--- src/rtl/eic_pkg.sv ---
package eic_pkg;
   localparam int unsigned LINES        = 16;
   localparam int unsigned SEL_W        = 4;
   localparam int unsigned DATA_W       = 16;
   localparam int unsigned ADDR_W       = 4;
   localparam int unsigned SEL_PER_WORD = DATA_W / SEL_W;
   localparam int unsigned SEL_WORDS    = LINES / SEL_PER_WORD;
   localparam int unsigned N_SINGLE     = 5;
   localparam int unsigned MID_LAST     = 9;

   localparam logic [ADDR_W-1:0] A_RISE  = 4'd0;
   localparam logic [ADDR_W-1:0] A_FALL  = 4'd1;
   localparam logic [ADDR_W-1:0] A_MASK  = 4'd2;
   localparam logic [ADDR_W-1:0] A_PEND  = 4'd3;
   localparam logic [ADDR_W-1:0] A_PENDF = 4'd4;
   localparam logic [ADDR_W-1:0] A_SEL0  = 4'd5;
endpackage

--- src/rtl/eic_line_src.sv ---
// One line: port mux, synchronizer chain, and edge detection.
module eic_line_src #(
   parameter int unsigned NUM_PORTS   = 4,
   parameter int unsigned SEL_W       = 4,
   parameter int unsigned SYNC_STAGES = 2
) (
   input  logic                 clk,
   input  logic                 rst_n,
   input  logic [NUM_PORTS-1:0] pins,
   input  logic [SEL_W-1:0]     sel,
   output logic                 rise_hit,
   output logic                 fall_hit
);
   logic               raw;
   logic [SYNC_STAGES:0] sh;

   // A port index that names no port feeds a constant 0.
   always_comb begin
      raw = 1'b0;
      for (int p = 0; p < int'(NUM_PORTS); p++) begin
         if (sel == SEL_W'(p)) raw = pins[p];
      end
   end

   always_ff @(posedge clk or negedge rst_n) begin
      if (!rst_n) sh <= '0;
      else        sh <= {sh[SYNC_STAGES-1:0], raw};
   end

   // sh[SYNC_STAGES-1] is the synchronized level; sh[SYNC_STAGES] is that level one clock earlier.
   assign rise_hit =  sh[SYNC_STAGES-1] & ~sh[SYNC_STAGES];
   assign fall_hit = ~sh[SYNC_STAGES-1] &  sh[SYNC_STAGES];
endmodule

--- src/rtl/eic_regs.sv ---
// Configuration registers, pending latches, and the read mux.
module eic_regs
   import eic_pkg::*;
#(
   parameter bit SPLIT_PEND = 1'b0
) (
   input  logic                   clk,
   input  logic                   rst_n,
   input  logic                   we,
   input  logic [ADDR_W-1:0]      addr,
   input  logic [DATA_W-1:0]      wdata,
   input  logic [LINES-1:0]       rise_hit,
   input  logic [LINES-1:0]       fall_hit,
   output logic [LINES-1:0]       rise_en,
   output logic [LINES-1:0]       fall_en,
   output logic [LINES-1:0]       mask,
   output logic [LINES-1:0]       pend_r,
   output logic [LINES-1:0]       pend_f,
   output logic [LINES*SEL_W-1:0] sel_flat,
   output logic [DATA_W-1:0]      rdata
);
   logic [LINES-1:0] hit_r, hit_f;
   logic [LINES-1:0] clr_r, clr_f;

   assign hit_r = rise_hit & rise_en;
   assign hit_f = fall_hit & fall_en;
   assign clr_r = (we && addr == A_PEND)  ? wdata : '0;
   assign clr_f = (we && addr == A_PENDF) ? wdata : '0;

   always_ff @(posedge clk or negedge rst_n) begin
      if (!rst_n) begin
         rise_en <= '0;
         fall_en <= '0;
         mask    <= '0;
      end else if (we) begin
         if (addr == A_RISE) rise_en <= wdata;
         if (addr == A_FALL) fall_en <= wdata;
         if (addr == A_MASK) mask    <= wdata;
      end
   end

   for (genvar k = 0; k < int'(SEL_WORDS); k++) begin : g_selw
      logic [DATA_W-1:0] word_q;
      always_ff @(posedge clk or negedge rst_n) begin
         if (!rst_n) word_q <= '0;
         else if (we && addr == A_SEL0 + ADDR_W'(k)) word_q <= wdata;
      end
      assign sel_flat[k*DATA_W +: DATA_W] = word_q;
   end

   // A set takes priority over a clear on the same edge.
   if (SPLIT_PEND) begin : g_split
      always_ff @(posedge clk or negedge rst_n) begin
         if (!rst_n) begin
            pend_r <= '0;
            pend_f <= '0;
         end else begin
            pend_r <= (pend_r & ~clr_r) | hit_r;
            pend_f <= (pend_f & ~clr_f) | hit_f;
         end
      end
   end else begin : g_joint
      always_ff @(posedge clk or negedge rst_n) begin
         if (!rst_n) pend_r <= '0;
         else        pend_r <= (pend_r & ~clr_r) | hit_r | hit_f;
      end
      assign pend_f = '0;
   end

   always_comb begin
      rdata = '0;
      unique case (addr)
         A_RISE:  rdata = rise_en;
         A_FALL:  rdata = fall_en;
         A_MASK:  rdata = mask;
         A_PEND:  rdata = pend_r;
         A_PENDF: rdata = pend_f;
         default: rdata = '0;
      endcase
      for (int k = 0; k < int'(SEL_WORDS); k++) begin
         if (addr == A_SEL0 + ADDR_W'(k)) rdata = sel_flat[k*DATA_W +: DATA_W];
      end
   end
endmodule

--- src/rtl/eic_irq_group.sv ---
// Applies the mask and merges lines onto the request wires.
module eic_irq_group #(
   parameter int unsigned LINES    = 16,
   parameter int unsigned N_SINGLE = 5,
   parameter int unsigned MID_LAST = 9
) (
   input  logic [LINES-1:0]    pend_any,
   input  logic [LINES-1:0]    mask,
   output logic [N_SINGLE-1:0] irq_single,
   output logic                irq_mid,
   output logic                irq_hi
);
   logic [LINES-1:0] act;
   assign act = pend_any & mask;

   for (genvar i = 0; i < int'(N_SINGLE); i++) begin : g_single
      assign irq_single[i] = act[i];
   end

   assign irq_mid = |act[MID_LAST:N_SINGLE];
   assign irq_hi  = |act[LINES-1:MID_LAST+1];
endmodule

--- src/rtl/eic_ctrl.sv ---
module eic_ctrl
   import eic_pkg::*;
#(
   parameter int unsigned NUM_PORTS   = 4,
   parameter int unsigned SYNC_STAGES = 2,
   parameter bit          SPLIT_PEND  = 1'b0
) (
   input  logic                       clk,
   input  logic                       rst_n,
   input  logic [NUM_PORTS*LINES-1:0] port_pins,
   input  logic                       bus_we,
   input  logic [ADDR_W-1:0]          bus_addr,
   input  logic [DATA_W-1:0]          bus_wdata,
   output logic [DATA_W-1:0]          bus_rdata,
   output logic [N_SINGLE-1:0]        irq_single,
   output logic                       irq_mid,
   output logic                       irq_hi
);
   if (LINES != DATA_W)                        $error("eic_ctrl: one pending bit per data bit required");
   if (SEL_PER_WORD * SEL_WORDS != LINES)      $error("eic_ctrl: select words must cover all lines");
   if (NUM_PORTS < 1 || NUM_PORTS > (1 << SEL_W)) $error("eic_ctrl: NUM_PORTS out of range");
   if (SYNC_STAGES < 2)                        $error("eic_ctrl: at least two synchronizer stages");
   if (MID_LAST < N_SINGLE || MID_LAST >= LINES - 1) $error("eic_ctrl: bad request grouping");

   logic [LINES-1:0]       rise_hit, fall_hit;
   logic [LINES-1:0]       rise_en, fall_en, mask_q;
   logic [LINES-1:0]       pend_r, pend_f, pend_any;
   logic [LINES*SEL_W-1:0] sel_flat;

   for (genvar n = 0; n < int'(LINES); n++) begin : g_line
      logic [NUM_PORTS-1:0] lp;
      for (genvar p = 0; p < int'(NUM_PORTS); p++) begin : g_port
         assign lp[p] = port_pins[p*LINES + n];
      end
      eic_line_src #(
         .NUM_PORTS   (NUM_PORTS),
         .SEL_W       (SEL_W),
         .SYNC_STAGES (SYNC_STAGES)
      ) u_src (
         .clk      (clk),
         .rst_n    (rst_n),
         .pins     (lp),
         .sel      (sel_flat[n*SEL_W +: SEL_W]),
         .rise_hit (rise_hit[n]),
         .fall_hit (fall_hit[n])
      );
   end

   eic_regs #(.SPLIT_PEND(SPLIT_PEND)) u_regs (
      .clk      (clk),
      .rst_n    (rst_n),
      .we       (bus_we),
      .addr     (bus_addr),
      .wdata    (bus_wdata),
      .rise_hit (rise_hit),
      .fall_hit (fall_hit),
      .rise_en  (rise_en),
      .fall_en  (fall_en),
      .mask     (mask_q),
      .pend_r   (pend_r),
      .pend_f   (pend_f),
      .sel_flat (sel_flat),
      .rdata    (bus_rdata)
   );

   assign pend_any = pend_r | pend_f;

   eic_irq_group #(
      .LINES    (LINES),
      .N_SINGLE (N_SINGLE),
      .MID_LAST (MID_LAST)
   ) u_grp (
      .pend_any   (pend_any),
      .mask       (mask_q),
      .irq_single (irq_single),
      .irq_mid    (irq_mid),
      .irq_hi     (irq_hi)
   );
endmodule

--- config.mk ---
export PLATFORM = sky130hd
export DESIGN_NAME = eic_ctrl
export DESIGN_NICKNAME = d
export VERILOG_FILES = /design/src/rtl/eic_pkg.sv /design/src/rtl/eic_line_src.sv /design/src/rtl/eic_regs.sv /design/src/rtl/eic_irq_group.sv /design/src/rtl/eic_ctrl.sv
export SDC_FILE = /design/constraint.sdc
export NUM_CORES = 1
export LEC_CHECK = 0
export BUFFER_PORTS_ARGS = -buffer_cell sky130_fd_sc_hd__clkbuf_2
export CAP_MARGIN = 20
export CORE_MARGIN = 5
export CORE_UTILIZATION = 50
export DETAILED_ROUTE_END_ITERATION = 12
export GPL_ROUTABILITY_DRIVEN = 0
export PLACE_DENSITY = 0.8
export RECOVER_POWER = 50
export SYNTH_ARGS = -nofsm -noshare
export SYNTH_HDL_FRONTEND = slang
export SYNTH_SLANG_ARGS = --single-unit
--- constraint.sdc ---
create_clock -name clk -period 1.7 [get_ports clk]
set_input_delay 0.17 -clock clk [delete_from_list [all_inputs] [get_ports clk]]
set_output_delay 0.17 -clock clk [all_outputs]
set_load 0.05 [all_outputs]
* Yosys cells after proc, flatten, opt, wreduce, memory -nomap -nowiden
Cells that the tools add are included.
W data, S select, Z words.
** Cells by class
- Equal/unequal tests :: 55
- Mux-type cells :: 70
- Bitwise logic cells :: 71
- Reduce and logical (&&, ||, !) cells :: 27
** Operator list (count)
- $eq A4 B2 Y1 const B :: 34
- $mux W16 :: 5
- $eq A4 B1 Y1 const B :: 17
- $logic_not A4 Y1 :: 17
- $and A16 B16 Y16 :: 4
- $mux W1 :: 64
- $pmux W16 S4 :: 1
- $and A1 B1 Y1 :: 32
- $not A1 Y1 :: 32
- $or A16 B16 Y16 :: 2
- $not A16 Y16 :: 1
- $eq A4 B3 Y1 const B :: 3
- $reduce_and A2 Y1 :: 3
- $reduce_or A6 Y1 :: 1
- $logic_and A1 B1 Y1 :: 5
- $reduce_or A5 Y1 :: 1
- $eq A4 B4 Y1 const B :: 1
** Word-level totals
- Flip-flop bits (word level) :: 176
- Input port bits :: 87
- Word-level logic and storage cells :: 247

* Logic depth before layout (Yosys ltp)
- Depth after elaboration :: 7
- Mapped depth :: 7

* Modules after synthesis
From an unflattened synthesis, not the netlist that was laid out.
** Unflattened totals
- Cell total of the unflattened synthesis :: 592
- Area, all modules :: 8295.5 sq um
** Modules (own cells, without submodules)
- eic_regs :: instances 1, cells an instance 452, area an instance 6233.5 sq um
- eic_line_src :: instances 16, cells an instance 7, area an instance 117.6 sq um
- eic_ctrl :: instances 1, cells an instance 16, area an instance 100.1 sq um
- eic_irq_group :: instances 1, cells an instance 12, area an instance 80.1 sq um

* Worst setup path before layout
No wires, ideal clock.
- Path type :: input to output
- From :: input port bus_addr[3]
- To :: output port bus_rdata[10]
- Arrival :: 1738 ps
- Setup slack :: -208 ps
- Stages :: 6
- Buffers on the path :: 2
- Path through :: buf_4 > nor4_4 > buf_6 > a22oi_1 > a221oi_1 > a221o_1
** On the way
- Cells in the longest elaborated chain, start to end :: 6
** Ends and longest elaborated chain
- start, declared :: RTL line eic_ctrl.sv:12 : input logic [ADDR_W-1:0] bus_addr,
- $eq A4 B2 Y1, or another cell as far along :: RTL line eic_regs.sv:72 : unique case (addr)
- $pmux W16 S4 :: RTL line eic_regs.sv:72
- $mux W16 (3 in series) :: RTL line eic_regs.sv:81 : if (addr == A_SEL0 + ADDR_W'(k)) rdata = sel_flat[k*DATA_W +: DATA_W];
- $mux W16 * :: RTL line eic_regs.sv:81
- end, declared :: RTL line eic_ctrl.sv:14 : output logic [DATA_W-1:0] bus_rdata,
Every way passes the cells marked *; elsewhere a longest branch is shown, timed or not.

* Worst setup path in the final report
- From :: register u_regs.mask[12]
- To :: output port bus_rdata[12]
** On the way
- Cells in the longest elaborated chain, start to end :: 5
** Ends and longest elaborated chain
- start, declared :: RTL line eic_regs.sv:16 : output logic [LINES-1:0] mask,
- start signal, assigned :: RTL line eic_regs.sv:38 : if (addr == A_MASK) mask <= wdata;
- $pmux W16 S4 :: RTL line eic_regs.sv:72
- $mux W16 (4 in series) :: RTL line eic_regs.sv:81
No other way between the ends.

==> metrics.txt <==
first-pass GRT wire length 38300 µm; Final Power roughly 14000 µW; Relative slew margins 0.242; Worst Setup Start Kind flip-flop; R2R Path End g_line[2].u_src.sh[0]; Max Freq about 470 MHz; Final WS setup -427 ps; Num Clock Sinks around 180; Cells after Synth around 610; CTS tree built; WL/cell 24.4 µm; final setup fails 18; fin crit share 1.25; total die area 18800 µm²; pwr dens between 1000 and 1500 nW/µm²; DR pass1 iterations 7; post-synthesis sequential area ratio 0.544; Detailed Route WL around 26000 µm; num rows 46; Vias between 6000 and 7000; post-route DRC violation count 0; Clk Latency, worst-skew pair around 440 ps; die span in y ~140 µm; Post-synth top flop dfrtp_1; unrepaired setup endpoints after global routing yes; Unique masters post-synth 43; WHS Endpoint g_line[10].u_src.sh[0]; area grow syn2layout 36.2%; Post-Synthesis Cell Area ~8000 µm²; Slew Viols, Final 0; Fillers ~1000; CP Data Required Time roughly 1500 ps; syn_nets between 600 and 700; CORE AREA approximately 16000 µm²; GRT overflow 0; H-tree Lvls 4; largest net degree at the start of global routing 45; Clock Tree Buf Depth 2; Clock transition at path regs approximately 60 ps; crit path kind flip-flop to output port; TNS Setup -5810 ps; fin util 0.694; worst min path class primary input to flip-flop; Die Span X 137 µm; DRT iter0 DRCs just under 600; Nets between 900 and 1000; Yosys reg bits around 180; Final ANT Viol Nets 0; Least-Margin Pin Slew about 1100 ps; r2r startpoint u_regs.g_selw[0].word_q[8]; R2R Setup Slk roughly 70 ps; crit-path max FO 3; endpoints failing hold 0; post-DP HPWL about 16000 µm; switching power total about 4300 µW; Clock Power Share 0.296; Int Pwr approximately 10000 µW; Starting Density 0.509; vias in the first global route 6927; I/O pins 110; initial antenna violation count 2; Layout Skew 6.38 ps; Leak approximately 0.0049 µW; worst hold path depth 3; dpl cells approximately 970; PortBufs between 100 and 150; status finished with violations; Gate power share 0.273; GRT Total Usage 0.272; Final min period 2130 ps; Hold Path Origin port_pins[42]; failing checks negative setup slack; post-DR vias/cell approximately 6.2; non-filler instance count after layout between 1000 and 1500; cts bufs inserted 17; final hold slack around 70 ps; Critical Path AT 1960 ps; Max-cap violations 0; Synth Warn # 0; sequential power share 0.431; EDFF count, synth 0; Max VDD drop 0.863 mV; mean post-synth cell area around 13 µm²; layout cells sized above 1 0.570; Async S/R FF share, synth 1.00; Net Sw Frac 0.300; R2R cell count 6; root buf cell clkbuf_16; crit end category output port
-- power by group through the flow --
stage / clock, µW / combinational (µW) / sequential (µW)
global route: 4440 / 4100 / 6260
global placement: 0 / 2830 / 6100
detailed placement: 0 / 2940 / 6170
CTS: 4230 / 3610 / 6070
floorplan: 0 / 1930 / 5850
finish: 4220 / 3900 / 6160
-- layout by cell type (no fill, tap or decap), types with 11 or more instances in the layout --
cell / count
buf_12: 24
a22oi_2: 15
nor2b_1: 18
clkbuf_16: 17
a2111oi_0: 15
mux2_2: 112
nand3b_1: 15
nand2_1: 32
a211oi_1: 16
mux2i_1: 16
a21o_1: 15
buf_4: 105
a221oi_2: 16
clkbuf_2: 91
o21ai_0: 15
a21oi_2: 11
a221o_2: 16
mux2_4: 30
dfrtp_1: 176
nand2b_1: 16
-- registers in the layout, summed over array words and instances (netlist names) --
name,flops
u_regs.g_selw.word_q,64
g_line.u_src.sh,48
u_regs.fall_en,16
u_regs.mask,16
u_regs.pend_r,16
u_regs.rise_en,16
-- how the worst max path moves through the flow --
stage | start | to | slack [ps]
floorplan | bus_addr[2] | bus_rdata[10] | -20
global placement | bus_addr[2] | bus_rdata[9] | -210
detailed placement | bus_addr[2] | bus_rdata[15] | -270
CTS | u_regs.g_selw[0].word_q[15] | bus_rdata[15] | -370
global route | u_regs.mask[12] | bus_rdata[12] | -450
finish | u_regs.mask[12] | bus_rdata[12] | -430
-- metrics by stage --
| step | setup slack, ps | instance area (µm²) |
|---|---|---|
| after floorplan | -20.4 | 8120 |
| after global placement | -210 | 9620 |
| after detailed placement | -270 | 9620 |
| after CTS | -365 | 10900 |
| after global routing | -450 | 11000 |
| final | -427 | 11000 |
-- cell type report --
type	instances	area [µm²]	share of cell area
diodes	2	5.00	0.000454
clock buffers	19	443	0.0402
clock inverters	10	185	0.0168
multi-input cells	399	3880	0.352
flip-flops and latches	176	4400	0.400
well taps	216	270	0.0245
repair buffers	230	1830	0.166
-- cell families (layout without fill, tap and decap cells) --
kind of cell           Yosys count  after routing  share of synthesized area
multiplexers                   160            160                      0.224
AND/OR/NAND/NOR                107            107                     0.0834
buffers and inverters           31            259                     0.0235
AO/OA/AOI/OAI                  132            132                      0.124
other                            0              2                          0
flip-flops                     176            176                      0.544
-- critical path: stages (launching register included) --
cell,delay [ps]
dfrtp_1,420
mux2_4,290
a22oi_2,200
a221oi_2,110
a221o_2,340
buf_12,160
-- synthesized netlist by cell type, types with 16 or more instances --
cell type	instances	share of area
nor2b_1	18	0.014
dfrtp_1	176	0.54
nand2b_1	16	0.012
nand2_1	32	0.015
a22oi_1	19	0.018
mux2_2	133	0.19
a2111oi_0	16	0.017
a21oi_1	16	0.0099
a211oi_1	16	0.015
a221o_1	17	0.021
mux2i_1	16	0.020
-- per-layer routing --
| layer | wire [µm] | track usage | up-vias |
|---|---|---|---|
| li1 | - | - | 2736 |
| met1 | 9810 | 0.337 | 3373 |
| met2 | 12800 | 0.433 | 355 |
| met3 | 1880 | 0.0679 | 83 |
| met4 | 1140 | 0.160 | 0 |
| met5 | 0 | 0 | - |
-- repair_timing --
item / 4_1_cts / 5_1_grt
endpoints found under the hold margin: 37 / 0
hold buffers: 1 / 0
pin swaps: 18 / 17
setup endpoints to repair: 17 / 19
buffers inserted: 41 / 11
gates resized for setup: 62 / 21
No activity file was read; power rests on OpenSTA's default activity.
